`src/rtl/wdt_pkg.sv`:
```
// Package: shared register addresses, bit positions and reset values
// for the two-stage watchdog. Assumes a 32-bit data path and 16-bit
// status and control words packed in pairs.
package wdt_pkg;
    localparam logic [2:0] A_CNT = 3'd0;   // reload/count, data-in, data-out
    localparam logic [2:0] A_STS = 3'd1;   // status pair
    localparam logic [2:0] A_CTL = 3'd2;   // control pair
    localparam logic [2:0] A_MSG = 3'd3;   // message and misc bytes
    localparam logic [2:0] A_TMR = 3'd4;   // timer value

    localparam int S1_TO_BIT   = 3;
    localparam int S1_SWEV_BIT = 8;
    localparam int S2_SEC_BIT  = 1;
    localparam int S2_BOOT_BIT = 2;
    localparam int C1_HALT_BIT = 11;
    localparam int C1_LOCK_BIT = 12;

    localparam logic [15:0] CTL2_RST  = 16'h0008;
    localparam logic [7:0]  SWIRQ_RST = 8'h03;
    localparam logic [15:0] TMR_RST   = 16'h0004;
endpackage

```
`src/rtl/wdt_tick_gen.sv`:
```
// Tick prescaler: emits a one-cycle tick every DIV clocks while run
// is high. It restarts from zero on clear or while stopped, so that
// the first tick comes exactly DIV clocks after a start or a load.
module wdt_tick_gen #(
    parameter int DIV = 4
) (
    input  logic clk,
    input  logic rst_n,
    input  logic clear,
    input  logic run,
    output logic tick
);
    localparam int PW = (DIV > 1) ? $clog2(DIV) : 1;
    localparam logic [PW-1:0] LAST = PW'(DIV - 1);

    logic [PW-1:0] pre_q;

    assign tick = run && !clear && (pre_q == LAST);

    // Divider count: wraps at LAST and is held at zero when idle.
    always_ff @(posedge clk) begin
        if (!rst_n || clear || !run || tick)
            pre_q <= '0;
        else
            pre_q <= pre_q + PW'(1);
    end
endmodule

```
`src/rtl/wdt_countdown.sv`:
```
// Live countdown: loads on request, decrements on each tick, and on
// the tick where it reads 1 it reports expiry and reloads itself.
// Assumes load_val is already non-zero.
module wdt_countdown #(
    parameter int TMR_W = 10
) (
    input  logic             clk,
    input  logic             rst_n,
    input  logic             load,
    input  logic [TMR_W-1:0] load_val,
    input  logic             tick,
    output logic [TMR_W-1:0] count,
    output logic             expire
);
    assign expire = tick && (count == TMR_W'(1));

    // Counter register: a load takes priority over a tick.
    always_ff @(posedge clk) begin
        if (!rst_n)
            count <= '0;
        else if (load || expire)
            count <= load_val;
        else if (tick)
            count <= count - TMR_W'(1);
    end
endmodule

```
`src/rtl/wdt_regbank.sv`:
```
// Register bank: byte-lane writes, write-one-to-clear status, sticky
// lock, second-stage escalation and the gated reset request.
// Assumes TMR_W <= 16 and writes lasting a single cycle.
module wdt_regbank
    import wdt_pkg::*;
#(
    parameter int TMR_W = 10
) (
    input  logic             clk,
    input  logic             rst_n,
    input  logic             wr,
    input  logic [2:0]       addr,
    input  logic [3:0]       be,
    input  logic [31:0]      wdata,
    input  logic [TMR_W-1:0] count,
    input  logic             expire,
    input  logic             no_reboot,
    output logic [31:0]      rdata,
    output logic             halt,
    output logic             load,
    output logic [TMR_W-1:0] tmr,
    output logic             flag_to,
    output logic             flag_sec,
    output logic             lock,
    output logic             reset_req
);
    logic [7:0]  din_q, dout_q, msg1_q, msg2_q, wdcnt_q, swirq_q;
    logic [15:0] ctl2_q;
    logic        swev_q, boot_q;
    logic        wr_cnt, wr_sts, wr_ctl, wr_msg, wr_tmr;
    logic [15:0] clr1, clr2, tmr_next;
    logic        sec_evt, swev_set;
    logic [15:0] sts1_rd, sts2_rd, ctl1_rd;

    // Address decode of the write strobe.
    always_comb begin
        wr_cnt = wr && (addr == A_CNT);
        wr_sts = wr && (addr == A_STS);
        wr_ctl = wr && (addr == A_CTL);
        wr_msg = wr && (addr == A_MSG);
        wr_tmr = wr && (addr == A_TMR);
    end

    assign load     = wr_cnt && (be[0] || be[1]);
    assign swev_set = wr_cnt && (be[2] || be[3]);
    assign sec_evt  = expire && flag_to;

    // Per-lane clear masks for the two status words.
    always_comb begin
        clr1 = '0;
        clr2 = '0;
        if (wr_sts) begin
            if (be[0]) clr1[7:0]  = wdata[7:0];
            if (be[1]) clr1[15:8] = wdata[15:8];
            if (be[2]) clr2[7:0]  = wdata[23:16];
            if (be[3]) clr2[15:8] = wdata[31:24];
        end
    end

    // Lane merge for the timer field, trimmed to its width.
    always_comb begin
        tmr_next = 16'(tmr);
        if (be[0]) tmr_next[7:0]  = wdata[7:0];
        if (be[1]) tmr_next[15:8] = wdata[15:8];
    end

    // Status flags: a hardware set wins over a software clear.
    always_ff @(posedge clk) begin
        if (!rst_n) begin
            flag_to   <= 1'b0;
            flag_sec  <= 1'b0;
            boot_q    <= 1'b0;
            swev_q    <= 1'b0;
            reset_req <= 1'b0;
        end else begin
            if (expire)                 flag_to <= 1'b1;
            else if (clr1[S1_TO_BIT])   flag_to <= 1'b0;
            if (swev_set)               swev_q  <= 1'b1;
            else if (clr1[S1_SWEV_BIT]) swev_q  <= 1'b0;
            if (sec_evt)                flag_sec <= 1'b1;
            else if (clr2[S2_SEC_BIT])  flag_sec <= 1'b0;
            if (sec_evt && !no_reboot)  boot_q  <= 1'b1;
            else if (clr2[S2_BOOT_BIT]) boot_q  <= 1'b0;
            if (sec_evt && !no_reboot)  reset_req <= 1'b1;
            else if (clr2[S2_SEC_BIT])  reset_req <= 1'b0;
        end
    end

    // Control, timer and data registers written by byte lane.
    always_ff @(posedge clk) begin
        if (!rst_n) begin
            halt    <= 1'b0;
            lock    <= 1'b0;
            ctl2_q  <= CTL2_RST;
            tmr     <= TMR_RST[TMR_W-1:0];
            din_q   <= '0;
            dout_q  <= '0;
            msg1_q  <= '0;
            msg2_q  <= '0;
            wdcnt_q <= '0;
            swirq_q <= SWIRQ_RST;
        end else begin
            if (wr_ctl && be[1]) begin
                halt <= wdata[C1_HALT_BIT];
                lock <= lock | wdata[C1_LOCK_BIT];
            end
            if (wr_ctl && be[2]) ctl2_q[7:0]  <= wdata[23:16];
            if (wr_ctl && be[3]) ctl2_q[15:8] <= wdata[31:24];
            if (wr_tmr)          tmr          <= tmr_next[TMR_W-1:0];
            if (wr_cnt && be[2]) din_q        <= wdata[23:16];
            if (wr_cnt && be[3]) dout_q       <= wdata[31:24];
            if (wr_msg && be[0]) msg1_q       <= wdata[7:0];
            if (wr_msg && be[1]) msg2_q       <= wdata[15:8];
            if (wr_msg && be[2]) wdcnt_q      <= wdata[23:16];
            if (wr_msg && be[3]) swirq_q      <= wdata[31:24];
        end
    end

    // Read words assembled from the individual flags.
    always_comb begin
        sts1_rd = '0;
        sts1_rd[S1_TO_BIT]   = flag_to;
        sts1_rd[S1_SWEV_BIT] = swev_q;
        sts2_rd = '0;
        sts2_rd[S2_SEC_BIT]  = flag_sec;
        sts2_rd[S2_BOOT_BIT] = boot_q;
        ctl1_rd = '0;
        ctl1_rd[C1_HALT_BIT] = halt;
        ctl1_rd[C1_LOCK_BIT] = lock;
    end

    // Read multiplexer over the five dword addresses.
    always_comb begin
        case (addr)
            A_CNT:   rdata = {dout_q, din_q, 16'(count)};
            A_STS:   rdata = {sts2_rd, sts1_rd};
            A_CTL:   rdata = {ctl2_q, ctl1_rd};
            A_MSG:   rdata = {swirq_q, wdcnt_q, msg2_q, msg1_q};
            A_TMR:   rdata = 32'(tmr);
            default: rdata = '0;
        endcase
    end
endmodule

```
`src/rtl/wdt_two_stage.sv`:
```
// Top level: joins the prescaler, the countdown and the register bank.
// The counter runs only when it is not halted and holds a non-zero
// value. A timer field of 0 is loaded as 1.
module wdt_two_stage #(
    parameter int TICK_DIV = 4,
    parameter int TMR_W    = 10
) (
    input  logic        clk,
    input  logic        rst_n,
    input  logic        no_reboot,
    input  logic        bus_wr,
    input  logic [2:0]  bus_addr,
    input  logic [3:0]  bus_be,
    input  logic [31:0] bus_wdata,
    output logic [31:0] bus_rdata,
    output logic        reset_req
);
    logic             tick, expire, load, halt, run;
    logic             flag_to, flag_sec, lock;
    logic [TMR_W-1:0] count, tmr, reload_val;

    assign run        = !halt && (count != '0);
    assign reload_val = (tmr == '0) ? TMR_W'(1) : tmr;

    wdt_tick_gen #(.DIV(TICK_DIV)) u_tick (
        .clk(clk), .rst_n(rst_n), .clear(load), .run(run), .tick(tick)
    );

    wdt_countdown #(.TMR_W(TMR_W)) u_cnt (
        .clk(clk), .rst_n(rst_n), .load(load), .load_val(reload_val),
        .tick(tick), .count(count), .expire(expire)
    );

    wdt_regbank #(.TMR_W(TMR_W)) u_regs (
        .clk(clk), .rst_n(rst_n), .wr(bus_wr), .addr(bus_addr),
        .be(bus_be), .wdata(bus_wdata), .count(count), .expire(expire),
        .no_reboot(no_reboot), .rdata(bus_rdata), .halt(halt),
        .load(load), .tmr(tmr), .flag_to(flag_to), .flag_sec(flag_sec),
        .lock(lock), .reset_req(reset_req)
    );
endmodule

```
`config.mk`:
```
export PLATFORM = sky130hd
export DESIGN_NAME = wdt_two_stage
export DESIGN_NICKNAME = d
export VERILOG_FILES = /design/src/rtl/wdt_pkg.sv /design/src/rtl/wdt_tick_gen.sv /design/src/rtl/wdt_countdown.sv /design/src/rtl/wdt_regbank.sv /design/src/rtl/wdt_two_stage.sv
export SDC_FILE = /design/constraint.sdc
export NUM_CORES = 1
export LEC_CHECK = 0
export ABC_AREA = 1
export BUFFER_PORTS_ARGS = -buffer_cell sky130_fd_sc_hd__buf_2
export CAP_MARGIN = 40
export CORE_MARGIN = 5
export CORE_UTILIZATION = 56
export CTS_CLUSTER_DIAMETER = 120
export DETAILED_ROUTE_END_ITERATION = 16
export GPL_TIMING_DRIVEN = 0
export PLACE_DENSITY = 0.79
export SLEW_MARGIN = 20
export SYNTH_ARGS = -nofsm -noshare
export SYNTH_HDL_FRONTEND = slang
export SYNTH_SLANG_ARGS = --single-unit
export TNS_END_PERCENT = 10
```
`constraint.sdc`:
```
create_clock -name clk -period 2 [get_ports clk]
set_input_delay 0.4 -clock clk [delete_from_list [all_inputs] [get_ports clk]]
set_output_delay 0.4 -clock clk [all_outputs]
set_load 0.005 [all_outputs]
```
== Yosys cells after proc, flatten, opt, wreduce, memory -nomap -nowiden ==
Cells that the tools add are included.
Word-level totals
  bits in registers: 93
  bits of input ports: 43
  output and inout bits: 33
  logic and storage cells: 90
Operators by class
  $add $sub $neg: 2
  eq/ne operators: 6
  mux-type cells: 18
  bitwise operators: 1
  reduce and logical (&&, ||, !) cells: 44
Operator list (count)
  $pmux 32 s5: 1
  $mux 10: 3
  $logic_and 1x1->1: 22
  $reduce_bool 2->1: 6
  $eq 10x1->1 const B: 1
  $logic_not 10->1: 1
  $mux 1: 10
  $reduce_bool 10->1: 1
  $sub 10x1->10 const B: 1
  $mux 9: 1
  $mux 8: 1
  $eq 3x2->1 const B: 2
  $logic_or 1x1->1: 6
  $mux 3: 2
  $logic_not 1->1: 5
  $reduce_and 2->1: 2
  $eq 3x1->1 const B: 1
  $eq 3x3->1 const B: 1
  $logic_not 3->1: 1
  $add 2x1->2 const B: 1
  $eq 2x2->1 const B: 1
  $or 1x1->1: 1

== Depth between registers and ports, before layout ==
  depth after elaboration: 10
  depth in mapped cells: 11

== Hierarchy ==
From an unflattened synthesis, not the netlist that was laid out.
Second synthesis, totals
  cell total of the unflattened synthesis: 768
  area total of the unflattened synthesis: 4981.0 sq um
Modules (own cells, without submodules)
  wdt_regbank: instances 1, cells each 613, area each 4046.4 sq um, sequential area each 1621.6 sq um
  wdt_countdown: instances 1, cells each 117, area each 737.0 sq um, sequential area each 200.2 sq um
  wdt_two_stage: instances 1, cells each 26, area each 107.6 sq um, sequential area each 0.0 sq um
  wdt_tick_gen: instances 1, cells each 12, area each 90.1 sq um, sequential area each 40.0 sq um

== Worst setup path after synthesis ==
Ideal clock, no wire load.
  kind: input-to-output
  start point: in bus_addr[0]
  end point: out bus_rdata[17]
  arrival time: 1.242 ns
  data required time: 1.600 ns
  slack: 0.358 ns
  cell stages on the path: 6
  buffers on the path: 2
  cell sequence: inv_2 nor3_2 buf_2 buf_1 nand2_1 o2111ai_1
On the way
  cells in the longest elaborated chain, start to end: 2
  elaborated cells on any way between the ends: 6
  classes of those cells: eq/ne (4); mux (1); reduce/logical (1)
RTL lines
  from (decl): line wdt_two_stage.sv:12  | input logic [2:0] bus_addr,
  $eq 3x3->1 (tied with other cells): line wdt_regbank.sv:134  | case (addr)
  $pmux 32 s5 (*): line wdt_regbank.sv:134
  to (decl): line wdt_two_stage.sv:15  | output logic [31:0] bus_rdata,
Every way passes the cells marked *; elsewhere a longest branch is shown, timed or not.

== Final worst setup path ==
  start point: in bus_addr[1]
  end point: out bus_rdata[16]
The elaborated chain is that of the path after synthesis.

==> out/metrics.yaml <==
core.rowCount: 31
wl_per_cell_um: 15.9
crit_arrival_ns: 1.59
postCtsHoldBufs: 0
postSynthCellCount: 588
crit_top_cell: "buf_2"
ant_nets: 0
syn_area_per_cell_um2: 7.21
drv_cap: 0
drt_iter0_markers: 400
outcome: "finished clean"
hold_violations: 0
grt_pass1_wl_um: 20000
cts.sinks: 93
cts-root-buf: "clkbuf_8"
grt_antenna_before_repair: 0
yosysWarnings: 0
startpoint_type: "input port"
core_um2: 7290
synth_top_area_frac: 0.439
fin_crit_sh: 0.994
synth_seq_cells: 93
grt.total_usage: 0.258
skew_ns: 0.00981
diodes: 0
final_cell_area_um2: 5060
via_count: 4336
hold_slack_ns: 0.264
worst_path_max_delay_cell: "nor3_4"
htreeDepth: 3
cts_tree: "built"
synth_nets: 635
synth_area_um2: 4240
cts_buffers: 9
synthDistinctLibCells: 33
setup_tns_ns: 0
drc: 0
power.leakage_nw: 2.18
required_ns: 1.60
synth-seq-area-share: 0.439
clk_latency_ns: 0.36
die_w_um: 97.0
hold_class: "in -> reg"
firstDrtPassIters: 5
finalMaxSlewViolations: 0
vdd_drop_max_uv: 539
period_minus_slack_ns: 1.99
cp_cell_sequence: "buf_2 > inv_2 > nor3_4 > inv_4 > clkbuf_8 > o221ai_1 > buf_2"
finalSetupViolCount: 0
max_slew_margin: 0.577
drive_gt1_frac: 0.200
fp.dieH_um: 97.0
nFillCells: 641
clk_pin_slew_ns: 0.10
synth_top_area_cell: "dfxtp_1"
critPathTopFamily: "buffers and inverters"
p_total_mw: 3.68
synthToLayoutAreaGrowth_pct: 19.4
synthTopCellsByArea: "dfxtp_1, nand2_1, o21ai_0, inv_1, a21oi_1"
start_util: 0.581
grt_overflow: 0
io_buffers: 75
path_class: "in -> out"
tightest_slew_ns: 0.635
nets: 722
rsz0062_at_grt: "true"
max_freq_ghz: 0.503
cp_num_buf_inv: 5
worstPathMaxFanout: 10
cp-end-kind: "output port"
ios: 76
grt_pass1_vias: 4050
gp_routability_congestion: 0.924
viasPerCell: 5.57
die_area_um2: 9410
drt-total-wl_um: 12400
power.density_nw_per_um2: 728
critPathMaxStageDelay_ns: 0.28
clk_path_buf_depth: 2
placed_cell_area_um2: 4740
dpl.hpwl_um: 9020
grt_max_degree: 18
[stage by stage]
| stage | cells | util | setup slack, ns |
|---|---|---|---|
| detailed placement | 762 | 0.649 | -0.411 |
| floorplan | 588 | - | 0.358 |
| CTS | 777 | 0.686 | -0.0264 |
| global route | 779 | 0.694 | -0.0202 |
| finish | 779 | 0.694 | 0.0128 |
| global placement | 762 | 0.649 | -0.414 |
[synthesized netlist by cell type]
master,number
nand2_1,86
nand2_2,1
dfxtp_1,93
ha_1,4
nand4_1,4
a21oi_1,54
a221oi_1,1
nand3b_1,2
inv_2,11
nor2_1,71
buf_2,6
nor3_2,2
nand4_2,1
o221ai_1,21
o31ai_1,1
buf_4,2
nor2_4,2
nor3_4,1
o21ai_0,62
o21bai_1,1
o2111ai_1,3
a22oi_1,1
inv_1,75
nor4_1,1
clkbuf_1,15
nand3_1,36
buf_1,2
xor2_1,6
nor3_1,3
a31oi_1,2
a211oi_1,1
nor2_2,4
o21ai_1,13
[logic make-up after synthesis]
| kind of cell | count (synthesis) | synth area share |
|---|---|---|
| AOI/OAI and AO/OA | 160 | 0.214 |
| xor gates and xnor gates | 6 | 0.0124 |
| adders and majority gates | 4 | 0.0118 |
| buffers and inverters | 111 | 0.102 |
| DFF | 93 | 0.439 |
| and+or+nand+nor | 214 | 0.220 |
[final timing paths]
path                                             startpoint                              to  slack [ns]  depth (start not counted)
worst max-delay path                            bus_addr[1]                   bus_rdata[16]        0.01                          7
worst min-delay path                          bus_wdata[25]  u_regs.swirq_q[1]$_SDFFE_PN1P_        0.26                          3
worst max register to register  u_cnt.count[0]$_SDFFE_PN0P_     u_cnt.count[1]$_SDFFE_PN0P_        0.27                         10
worst min register to register   u_tick.pre_q[0]$_SDFF_PP0_      u_tick.pre_q[0]$_SDFF_PP0_        0.43                          1
[tightest hold or removal path: cells and delay by family]
kind / cells / cell delay [ns]
buf+inv: 1 / 0.10
simple gates: 2 / 0.10
[per-layer routing]
layer,GRT usage,routed length (um),vias up
li1,-,-,2118
met1,0.340,5120,1980
met2,0.421,5980,217
met3,0.0511,1070,21
met4,0.0940,199,0
met5,0,0,-
[power breakdown]
part	switching [mW]	internal, mW
clock network	0.712	0.635
registers	0.0219	1.90
logic	0.270	0.147
[state kept, by name, summed over array words and instances, names as in the netlist, 2 cells and up]
register        flops
u_regs.ctl2_q      16
u_regs.msg2_q       8
u_regs.wdcnt_q      8
u_regs.msg1_q       8
u_regs.tmr         10
u_cnt.count        10
u_regs.dout_q       8
u_tick.pre_q        2
u_regs.din_q        8
u_regs.swirq_q      8
[area by class of cell]
class,instances,area (um2),area share
clock buffers,10,138,0.0272
repair buffers,77,390,0.0772
multi-input cells,384,2000,0.396
inverters,86,325,0.0643
clock inverters,6,73.8,0.0146
flip-flops and latches,93,1860,0.368
well taps,99,124,0.0245
plain buffers,24,145,0.0287
[repair_timing]
action                     in CTS  in global routing
gates resized for setup        19                 12
pin swaps                       0                  2
buffers inserted                0                  2
setup endpoints to repair      23                 21
[placed cells by master, fill, tap and decap left out, types with 4 or more instances in the layout]
master	instances
clkbuf_8	11
nor2_1	71
o21ai_1	15
o221ai_2	4
nand4_1	4
a21oi_1	54
o21ai_0	60
inv_1	75
clkbuf_1	11
nand2_1	84
o221ai_1	17
buf_4	5
dfxtp_1	93
xor2_1	6
nand3_1	36
ha_1	4
inv_6	5
buf_2	81
inv_2	10
Note: power is estimated with default switching activity, not from simulation.
